==> src/rtl/crit_mon_pkg.sv <==
package crit_mon_pkg;
   localparam int STAT_W = 8;
   localparam int HW_BIT = 7;

   // position in the cause register that channel ch reports on
   function automatic int cause_pos(input int ch, input int nsw);
      return (ch < nsw) ? ch : HW_BIT;
   endfunction
endpackage

==> src/rtl/crit_chan_cmp.sv <==
module crit_chan_cmp #(
   parameter int TEMP_W = 8
) (
   input  logic              clk,
   input  logic              rst_n,
   input  logic              smp_vld_i,
   input  logic [TEMP_W-1:0] temp_i,
   input  logic [TEMP_W-1:0] limit_i,
   output logic              ge_now_o,
   output logic              hot_o
);
   logic hot_q;

   assign ge_now_o = ($signed(temp_i) >= $signed(limit_i));

   always_ff @(posedge clk or negedge rst_n) begin
      if (!rst_n)         hot_q <= 1'b0;
      else if (smp_vld_i) hot_q <= ge_now_o;
   end

   assign hot_o = hot_q;
endmodule

==> src/rtl/crit_stat_reg.sv <==
module crit_stat_reg #(
   parameter int W = 8
) (
   input  logic         clk,
   input  logic         rst_n,
   input  logic [W-1:0] set_i,
   input  logic         clr_i,
   output logic [W-1:0] stat_o
);
   logic [W-1:0] stat_q;
   logic [W-1:0] stat_d;

   // a set arriving on the clearing edge survives it
   always_comb stat_d = (clr_i ? '0 : stat_q) | set_i;

   always_ff @(posedge clk or negedge rst_n) begin
      if (!rst_n) stat_q <= '0;
      else        stat_q <= stat_d;
   end

   assign stat_o = stat_q;
endmodule

==> src/rtl/crit_shdn_drv.sv <==
module crit_shdn_drv #(
   parameter int NCH  = 5,
   parameter bit PIPE = 1'b0
) (
   input  logic           clk,
   input  logic           rst_n,
   input  logic [NCH-1:0] hot_i,
   output logic           shdn_o
);
   logic any_hot;
   assign any_hot = |hot_i;

   generate
      if (PIPE) begin : g_reg
         logic shdn_q;
         always_ff @(posedge clk or negedge rst_n) begin
            if (!rst_n) shdn_q <= 1'b0;
            else        shdn_q <= any_hot;
         end
         assign shdn_o = shdn_q;
      end else begin : g_comb
         assign shdn_o = any_hot;
      end
   endgenerate
endmodule

==> src/rtl/crit_shdn_mon.sv <==
module crit_shdn_mon
   import crit_mon_pkg::*;
#(
   parameter int NUM_SW    = 4,
   parameter int TEMP_W    = 8,
   parameter bit SHDN_PIPE = 1'b0
) (
   input  logic                           clk,
   input  logic                           rst_n,
   input  logic [(NUM_SW+1)*TEMP_W-1:0]   temp_i,
   input  logic [NUM_SW:0]                temp_vld_i,
   input  logic [(NUM_SW+1)*TEMP_W-1:0]   limit_i,
   input  logic [NUM_SW-1:0]              assoc_en_i,
   input  logic                           stat_rd_i,
   output logic                           shdn_o,
   output logic [STAT_W-1:0]              stat_o
);
   localparam int NCH = NUM_SW + 1;
   localparam int HWC = NUM_SW;

   initial begin
      if (NUM_SW < 1 || NUM_SW > HW_BIT)
         $error("crit_shdn_mon: NUM_SW must be in 1..%0d", HW_BIT);
      if (TEMP_W < 2)
         $error("crit_shdn_mon: TEMP_W must be at least 2");
   end

   logic [NCH-1:0]    ge_now;
   logic [NCH-1:0]    hot;
   logic [NCH-1:0]    gate;
   logic [NCH-1:0]    hot_gated;
   logic [NCH-1:0]    ch_set;
   logic [STAT_W-1:0] set_vec;

   generate
      for (genvar c = 0; c < NCH; c++) begin : g_ch
         crit_chan_cmp #(.TEMP_W(TEMP_W)) cmp_i (
            .clk       (clk),
            .rst_n     (rst_n),
            .smp_vld_i (temp_vld_i[c]),
            .temp_i    (temp_i[c*TEMP_W +: TEMP_W]),
            .limit_i   (limit_i[c*TEMP_W +: TEMP_W]),
            .ge_now_o  (ge_now[c]),
            .hot_o     (hot[c])
         );
         if (c == HWC) begin : g_hw
            assign gate[c] = 1'b1;
         end else begin : g_sw
            assign gate[c] = assoc_en_i[c];
         end
         assign hot_gated[c] = hot[c] & gate[c];
         assign ch_set[c]    = temp_vld_i[c] & ge_now[c] & gate[c];
      end

      for (genvar b = 0; b < STAT_W; b++) begin : g_bit
         if (b < NUM_SW) begin : g_sw_bit
            assign set_vec[b] = ch_set[b];
         end else if (b == HW_BIT) begin : g_hw_bit
            assign set_vec[b] = ch_set[HWC];
         end else begin : g_rsvd
            assign set_vec[b] = 1'b0;
         end
      end
   endgenerate

   crit_stat_reg #(.W(STAT_W)) stat_i (
      .clk    (clk),
      .rst_n  (rst_n),
      .set_i  (set_vec),
      .clr_i  (stat_rd_i),
      .stat_o (stat_o)
   );

   crit_shdn_drv #(.NCH(NCH), .PIPE(SHDN_PIPE)) drv_i (
      .clk    (clk),
      .rst_n  (rst_n),
      .hot_i  (hot_gated),
      .shdn_o (shdn_o)
   );
endmodule

==> config.mk <==
export PLATFORM = sky130hd
export DESIGN_NAME = crit_shdn_mon
export DESIGN_NICKNAME = d
export VERILOG_FILES = /design/src/rtl/crit_mon_pkg.sv /design/src/rtl/crit_chan_cmp.sv /design/src/rtl/crit_stat_reg.sv /design/src/rtl/crit_shdn_drv.sv /design/src/rtl/crit_shdn_mon.sv
export SDC_FILE = /design/constraint.sdc
export NUM_CORES = 1
export LEC_CHECK = 0
export CORE_MARGIN = 8
export CORE_UTILIZATION = 25
export CTS_CLUSTER_SIZE = 40
export DETAILED_ROUTE_END_ITERATION = 12
export GPL_TIMING_DRIVEN = 0
export HOLD_SLACK_MARGIN = 0.1
export PLACE_DENSITY = 0.61
export SLEW_MARGIN = 20
export SYNTH_ARGS = -nofsm -noshare
export SYNTH_HDL_FRONTEND = slang
export SYNTH_SLANG_ARGS = --single-unit
==> constraint.sdc <==
create_clock -name clk -period 1.55 [get_ports clk]
set_input_delay 0.2325 -clock clk [delete_from_list [all_inputs] [get_ports clk]]
set_output_delay 0.2325 -clock clk [all_outputs]
set_load 0.01 [all_outputs]
Word-level counts from Yosys, hierarchy flattened

Index checks and enable logic that the tools add are counted.
Widths: inputs -> output; s select.

Flip-flop bits (word level): 13
Bits of input ports: 92
Word-level logic and storage cells: 27
Output and inout port bits: 9

Bitwise logic cells: 14
Multiplexer cells: 1
Reduce and logical (&&, ||, !) cells: 1
$lt $le $gt $ge: 5

Operators with widths:

| cell            | number |
|---|---|
| $ge 8x8->1      | 5 |
| $and 1x1->1     | 13 |
| $mux 8          | 1 |
| $or 8x8->8      | 1 |
| $reduce_or 5->1 | 1 |

Logic depth before layout (Yosys ltp)

Gate-level depths: netlist of the first run.

Depth after elaboration: 4
Gate-level depth with buffers: 7
Depth with buffers taken out: 7

Hierarchy

A second synthesis of the first run with hierarchy kept.

Cells, all modules: 185
Area total of the unflattened synthesis: 1614.0 um2

Modules (own cells, without submodules):

| module                            | seq. area each (um2) | cells an instance | area an instance (um2) | instances |
|---|---|---|---|---|
| crit_chan_cmp (g_ch[0].cmp_i ...) | 25.0                 | 31                | 247.7                  | 4 |
| crit_chan_cmp (g_ch[1].cmp_i)     | 25.0                 | 31                | 286.5                  | 1 |
| crit_stat_reg                     | 200.2                | 17                | 264.0                  | 1 |
| crit_shdn_mon                     | 0.0                  | 10                | 60.1                   | 1 |
| crit_shdn_drv                     | 0.0                  | 3                 | 12.5                   | 1 |

Worst setup path before layout of the first run

No wires, ideal clock.

Path kind: in2reg
Start: input limit_i[13]
End: register g_ch[1].cmp_i.hot_q
Arrival time: 1.327 ns
Cell stages on the path: 7
Buffers on the path: 0
Slack: 0.097 ns
Data required time: 1.423 ns
Setup time: 0.127 ns
Cells stage by stage: inv_1 ha_1 a21oi_2 o21ai_1 a2111o_1 o21ai_1 o21ai_1

Longest elaborated chain between the ends: 1

RTL lines:

| item                 | line                | RTL |
|---|---|---|
| start, declared      | crit_shdn_mon.sv:12 | `input logic [(NUM_SW+1)*TEMP_W-1:0] limit_i,` |
| $ge 8x8->1           | crit_chan_cmp.sv:14 | `assign ge_now_o = ($signed(temp_i) >= $signed(limit_i));` |
| end signal, assigned | crit_chan_cmp.sv:18 | `else if (smp_vld_i) hot_q <= ge_now_o;` |
| end, declared        | crit_chan_cmp.sv:12 | `logic hot_q;` |

Every way passes these cells.
A chain may end at the register's enable or synchronous reset.

Final worst setup path of the first run

Start: input temp_i[22]
End: register stat_i.stat_q[2], in the netlist stat_i.stat_o[2]

Longest elaborated chain between the ends: 4

RTL lines:

| item                      | line                | RTL |
|---|---|---|
| start, declared           | crit_shdn_mon.sv:10 | `input logic [(NUM_SW+1)*TEMP_W-1:0] temp_i,` |
| $ge 8x8->1                | crit_chan_cmp.sv:14 |  |
| $and 1x1->1 (2 in series) | crit_shdn_mon.sv:52 | `assign ch_set[c] = temp_vld_i[c] & ge_now[c] & gate[c];` |
| $or 8x8->8                | crit_stat_reg.sv:14 | `always_comb stat_d = (clr_i ? '0 : stat_q) \| set_i;` |
| via stat_i.stat_d[2]      | crit_stat_reg.sv:11 | `logic [W-1:0] stat_d;` |
| end signal, assigned      | crit_stat_reg.sv:18 | `else stat_q <= stat_d;` |
| end, declared             | crit_stat_reg.sv:10 | `logic [W-1:0] stat_q;` |

The timed path passes the listed nets, and every way through them passes these cells.

==> out/metrics.yaml, run 1 <==
setup_path:
  worstPathMaxFanout: 3
  reg2reg_depth: 2
  cp.required_ps: 1640
  worst-path-buf-inv: 1
  critical_path.cell_chain: "clkdlybuf4s50_1 > ha_4 > and3_1 > nand3_1 > a21oi_2 > o211ai_1 > o221ai_1"
  max_stage_delay_ps: 510
  worstReg2RegStart: "stat_i.stat_o[7]$_DFF_PN0_"
  worst_setup_path_end_kind: "register"
  critPathKind: "in -> reg"
  rr_endpoint: "stat_i.stat_o[7]$_DFF_PN0_"
  worst-r2r-setup-slack_ps: 800
  crit_family: "buffers and inverters"
  worstSetupStartpointType: "primary input"
  crit_slowest_cell: "clkdlybuf4s50_1"
  cp.arrival_ps: 1590
floorplan:
  core_area_um2: 5851
  rows: 28
  num_io_pins: 101
  die_h_um: 93.40
  die-area_um2: 8724
  start_util: 0.2560
  fp.dieW_um: 93.40
synth:
  yosys.area_share.simple: 0.1145
  yosysSeqAreaShare: 0.1671
  synth.largest_area_cell: "ha_1"
  ys_warn_count: 0
  synth_top_cell_area_share: 0.3342
  yosys.cell_types.count: 34
  synth-xor-area-share: 0
  synth.mux.area_fraction: 0.02005
  synthCells: 194
  syn_area_um2: 1498
  ys_ff_latch: 10
  synth-compound-area-share: 0.2139
  synth-adder-area-share: 0.3342
  ys_top_cells_by_area: "ha_1, dfrtp_1, inv_1"
  synth_top_family_by_area: "adder cells"
  synth_area_per_cell_um2: 7.720
global_routing:
  grt-ovfl-total: 0
  grt_max_degree: 11
  antenna_found_initial: 0
  grt_first_pass_wirelength_um: 8121
  grt_pass1_vias: 1859
  grt_use_total: 0.1116
finish:
  final_common_cell: "clkdlybuf4s50_1"
  drive_gt1_frac: 0.2525
  nNetsFinal: 435
  post-route-util: 0.5231
  areaGrowthSynthToFinish_pct: 104.3
  final_cell_mix: "clkdlybuf4s50_1, inv_1, dlygate4sd2_1, ha_4, dlymetal6s2s_1"
  diodes: 0
routing:
  via_per_inst: 4.497
  route.detailed.drc: 0
  dr.pass1.iters: 4
  routed_wl_um: 5111
  detail_route.wl_per_cell_um: 13.59
  drt-initial-drc-count: 25
  vias: 1691
  postRouteAntennaNets: 0
clocking:
  root_buffer: "clkbuf_8"
  clk_latency_ps: 230
  htreeDepth: 1
  tritoncts: "done"
  clock-sinks: 10
  cts_buffer_depth: 2
  postCtsHoldBufs: 0
  clk_pin_slew_ps: 50
  numCtsBuffers: 3
sta:
  rsz0062_at_grt: "false"
  fin_setup_tns_ps: 0
  clock_skew_ps: 0
  layout_worst_path_cycle_share: 0.9638
  clock.fmax_mhz: 669.4
  post-route-min-period_ps: 1494
  slew_violations: 0
  report.final.hold_viol_count: 0
  setup_viol: 0
pwr:
  p_leak_nw: 1.511
  irDropWorstVdd_uv: 221.4
  cellPowerDensity_nw_per_um2: 440.8
  finalPower_mw: 1.349
status:
  status: "finished, final reports clean"
place:
  io_buffers: 97
  hpwl_um: 4104
  place_congestion: 0.7331
run:
  drv_cap: 0
worst_hold_path:
  hp-class: "in -> async"
-- routing by layer --
metal / wire [um] / part of all wire / up-vias / GRT usage
met2: 2608 / 0.51 / 54 / 0.2004
met4: 0 / 0 / 0 / 0.01611
met3: 408 / 0.080 / 0 / 0.04087
met5: 0 / 0 / - / 0
li1: - / - / 874 / -
met1: 2094 / 0.41 / 763 / 0.1243
-- state kept, by name (all words and copies together), names as in the netlist --
name	count
stat_i.stat_o	5
g_ch.cmp_i.hot_o	5
-- Yosys cell counts --
library cell and count:
a2111o_1 1, a211oi_1 2, a21boi_0 2, a21o_1 1, a21oi_1 15, a21oi_2 1, a222oi_1 1, a311o_1 1
a31oi_1 2, a32oi_1 1, a41oi_1 2, and2_2 1, and3_1 2, buf_4 3, conb_1 1, dfrtp_1 10
ha_1 40, inv_1 53, mux2i_1 3, nand2_1 13, nand2b_1 1, nand3_1 5, nand4_1 4, nor2_1 4
nor2b_1 4, o211ai_1 1, o21ai_0 8, o21ai_1 3, o21bai_1 2, o221ai_1 2, o22ai_1 1, o2bb2ai_1 2
o32a_1 1, or3_1 1
-- report_power, final --
group / total (mW) / switching (mW) / internal (mW) / leakage [nW]
Sequential: 0.324 / 0.0224 / 0.302 / 0.118
Combinational: 0.765 / 0.315 / 0.450 / 1.37
Clock: 0.260 / 0.0909 / 0.169 / 0.0216
-- worst register-to-register path, delay by kind of cell, from the launching register on --
kind,cells,cell delay [ps]
AO/OA/AOI/OAI,2,240
flip-flops,1,390
-- timing repair --
action	4_1_cts	5_1_grt
gates resized for setup	76	47
setup endpoints to repair	11	10
pin swaps	37	25
setup buffers	4	1
-- kinds of logic (layout without fill, tap and decap cells) --
kind of cell / count (synthesis) / count (layout)
and+or+nand+nor: 35 / 35
AOI/OAI and AO/OA: 49 / 49
DFF: 10 / 10
adders and majority gates: 40 / 40
buffers and inverters: 56 / 161
muxes: 3 / 3
other: 1 / 3
-- layout make-up --
| type | instances | area [um2] |
|---|---|---|
| Fill cell | 558 | 2790 |
| Buffer | 3 | 22.52 |
| Inverter | 53 | 198.9 |
| Timing Repair Buffer | 102 | 1017 |
| Clock buffer | 3 | 41.29 |
| Sequential cell | 10 | 250.2 |
| Tap cell | 75 | 93.84 |
| Multi-Input combinational cell | 130 | 1436 |
-- stage by stage --
stage / cells / setup slack (ps) / hold WS (ps) / cell area, um2
floorplan: 196 / 96.52 / -63.09 / 1505
global route: 376 / 0.7394 / 353.8 / 3060
finish: 376 / 56.07 / 316.9 / 3060
detailed placement: 368 / -488.6 / 475.6 / 2570
global placement: 368 / -509.7 / 469.8 / 2570
CTS: 375 / -0.4620 / 332.8 / 2860
-- worst max-delay path by stage --
stage	startpoint	to	slack, ps	depth (start not counted)
2_1_floorplan	limit_i[13]	g_ch[1].cmp_i.hot_o$_DFFE_PN0P_	100	7
3_3_place_gp	limit_i[13]	g_ch[1].cmp_i.hot_o$_DFFE_PN0P_	-510	8
3_5_place_dp	limit_i[3]	g_ch[0].cmp_i.hot_o$_DFFE_PN0P_	-490	8
4_1_cts	temp_i[33]	stat_i.stat_o[7]$_DFF_PN0_	-0.5	7
5_1_grt	limit_i[6]	g_ch[0].cmp_i.hot_o$_DFFE_PN0P_	0.7	8
6_report	temp_i[22]	stat_i.stat_o[2]$_DFF_PN0_	60	7
Power figures use the tool's default switching activity.
==> run 2, diff against run 1 <==
- CAP_MARGIN: unset -> 20
- SETUP_SLACK_MARGIN: unset -> 0.2
==> out/metrics.yaml, run 2 (synthesized netlist as in run 1, its figures left out) <==
pwr:
  clkPwrFrac: 0.225  # was 0.193
  p_leak_nw: 1.488  # was 1.511 nW
  p_comb_frac: 0.555  # was 0.567
  cellPowerDensity_nw_per_um2: 466.4  # was 440.8 nW/um2
  irDropWorstVdd_uv: 272.0  # was 221.4 uV
  p_seq_frac: 0.221  # was 0.240
  switchingPower_uw: 480.7  # was 428.0 uW
  switching_share: 0.3291  # was 0.3173
  p_int_uw: 980.0  # was 920.9 uW
routing:
  routed_wl_um: 5460  # was 5111 um
  via_per_inst: 4.590  # was 4.497
  dr.pass1.iters: 4  # unchanged
  detail_route.wl_per_cell_um: 14.44  # was 13.59 um
  postRouteAntennaNets: 0  # unchanged
  route.detailed.drc: 0  # unchanged
  drt-initial-drc-count: 9  # was 25
  vias: 1735  # was 1691
clocking:
  clk_latency_ps: 230  # about the same
  clk_pin_slew_ps: 50  # about the same
  numCtsBuffers: 3  # unchanged
  htreeDepth: 1  # unchanged
  root_buffer: "clkbuf_8"  # unchanged
  cts_buffer_depth: 2  # unchanged
  postCtsHoldBufs: 0  # unchanged
  tritoncts: "done"  # unchanged
  clock-sinks: 10  # unchanged
floorplan:
  die-area_um2: 8724  # unchanged
  start_util: 0.2560  # unchanged
  fp.dieW_um: 93.40  # unchanged
  core_area_um2: 5851  # unchanged
  die_h_um: 93.40  # unchanged
  rows: 28  # unchanged
  num_io_pins: 101  # unchanged
global_routing:
  grt_max_degree: 11  # unchanged
  grt-ovfl-total: 0  # unchanged
  grt_use_total: 0.1185  # was 0.1116
  grt_pass1_vias: 1881  # was 1859
  antenna_found_initial: 0  # unchanged
  grt_first_pass_wirelength_um: 8611  # was 8121 um
place:
  pre_cts_ws_ps: -527.4  # was -488.6 ps
  place_congestion: 0.7021  # was 0.7331
  io_buffers: 97  # unchanged
  hpwl_um: 4113  # was 4104 um
  dp.cells: 368  # unchanged
worst_hold_path:
  hp-class: "in -> async"  # unchanged
sta:
  report.final.hold_viol_count: 0  # unchanged
  clock_skew_ps: 0  # unchanged
  rsz0062_at_grt: "true"  # was false
  post-route-min-period_ps: 1434  # was 1494 ps
  slew_violations: 0  # unchanged
  clock.fmax_mhz: 697.1  # was 669.4 MHz
  layout_worst_path_cycle_share: 0.9255  # was 0.9638
  setup_viol: 0  # unchanged
  finalWorstSetupSlack_ps: 115.5  # was 56.07 ps
setup_path:
  crit_family: "flip-flops"  # was buffers and inverters
  rr_endpoint: "stat_i.stat_o[7]$_DFF_PN0_"  # unchanged
  crit_slowest_cell: "dfrtp_1"  # was clkdlybuf4s50_1
  cp.arrival_ps: 1200  # was 1590 ps
  worst-path-buf-inv: 1  # unchanged
  worstSetupStartpointType: "register"  # was primary input
  worstReg2RegStart: "stat_i.stat_o[7]$_DFF_PN0_"  # unchanged
  max_stage_delay_ps: 380  # was 510 ps
  worst_setup_path_end_kind: "output pin"  # was register
  reg2reg_depth: 2  # unchanged
  critPathKind: "reg -> out"  # was in -> reg
  cp.required_ps: 1320  # was 1640 ps
  endpoint: "shdn_o"  # was stat_i.stat_o[2]$_DFF_PN0_
  crit_start: "g_ch[1].cmp_i.hot_o$_DFFE_PN0P_"  # was temp_i[22]
  critical_path.cell_chain: "a222oi_1 > nand2_1 > buf_6"  # was clkdlybuf4s50_1 > ha_4 > and3_1 > nand3_1 > a21oi_2 > o211ai_1 > o221ai_1
  worst-r2r-setup-slack_ps: 780  # was 800 ps
  worst-path-stages: 3  # was 7
  worstPathMaxFanout: 2  # was 3
finish:
  fin_cells: 378  # was 376
  areaGrowthSynthToFinish_pct: 109.1  # was 104.3%
  final_cell_mix: "ha_4, dlygate4sd2_1, inv_1, inv_2, clkdlybuf4s50_1"  # was clkdlybuf4s50_1, inv_1, dlygate4sd2_1, ha_4, dlymetal6s2s_1
  nFillCells: 575  # was 558
  drive_gt1_frac: 0.4620  # was 0.2525
  diodes: 0  # unchanged
  nNetsFinal: 436  # was 435
run:
  drv_cap: 0  # unchanged
status:
  status: "finished, final reports clean"  # unchanged
-- run 2: cell types whose count changed in the layout (fill, tap and decap cells not counted), sizes merged --
cell and change:
buf +18, dlymetal6s2s -8, clkdlybuf4s50 -32, clkbuf +12, clkdlybuf4s15 +6, dlygate4sd2 +6
-- run 2: worst reg2reg max path: stages (launching register included) --
cell and delay (ps):
dfrtp_1 390, a21oi_1 190, a41oi_2 50
-- run 2: routing by layer --
layer / wire length (um) / global-route usage / vias to the layer above
met5: 0 / 0 / -
met4: 27 / 0.02416 / 0
met3: 416 / 0.03686 / 3
met2: 2730 / 0.1998 / 63
met1: 2285 / 0.1436 / 792
li1: - / - / 877
-- run 2: how the worst min path moves through the flow --
stage	slack, ps	cells after the start	endpoint	start
floorplan	-60	0	g_ch[0].cmp_i.hot_o$_DFFE_PN0P_	rst_n
global placement	480	1	stat_i.stat_o[1]$_DFF_PN0_	stat_i.stat_o[1]$_DFF_PN0_
detailed placement	480	1	stat_i.stat_o[0]$_DFF_PN0_	stat_i.stat_o[0]$_DFF_PN0_
CTS	330	1	stat_i.stat_o[3]$_DFF_PN0_	rst_n
global route	360	1	stat_i.stat_o[3]$_DFF_PN0_	rst_n
finish	320	1	stat_i.stat_o[3]$_DFF_PN0_	rst_n
-- run 2: layout make-up --
cell class / instances / area (um2) / area share
sequential: 10 / 250.2 / 0.07990
timing repair buffer: 103 / 894.6 / 0.2857
buffer: 3 / 22.52 / 0.007191
clock buffer: 4 / 55.05 / 0.01758
tap: 75 / 93.84 / 0.02996
multi-input combinational: 130 / 1607 / 0.5130
inverter: 53 / 209.0 / 0.06672
-- run 2: power groups by stage --
stage / Clock [mW] / Sequential, mW / Combinational, mW
floorplan: 0 / 0.332 / 0.279
global placement: 0 / 0.327 / 0.632
detailed placement: 0 / 0.327 / 0.642
CTS: 0.333 / 0.322 / 0.737
global route: 0.346 / 0.328 / 0.905
finish: 0.328 / 0.322 / 0.810
-- run 2: what timing repair did --
action / CTS / global route
gates resized for setup: 189 / 76
buffers inserted: 6 / 0
endpoints found under the setup margin: 16 / 11
pin swaps: 59 / 43
-- run 2: through the flow --
step           instance area (um2)  setup TNS (ps)    util  hold WS (ps)  power (mW)
3_3_place_gp                  2629           -4094  0.4493         476.3      0.9588
6_report                      3132               0  0.5353         315.2       1.461
4_1_cts                       2967               0  0.5071         332.1       1.393
3_5_place_dp                  2629           -4242  0.4493         476.6      0.9683
5_1_grt                       3132               0  0.5353         355.3       1.580
2_1_floorplan                 1564               0       -        -63.09      0.6107
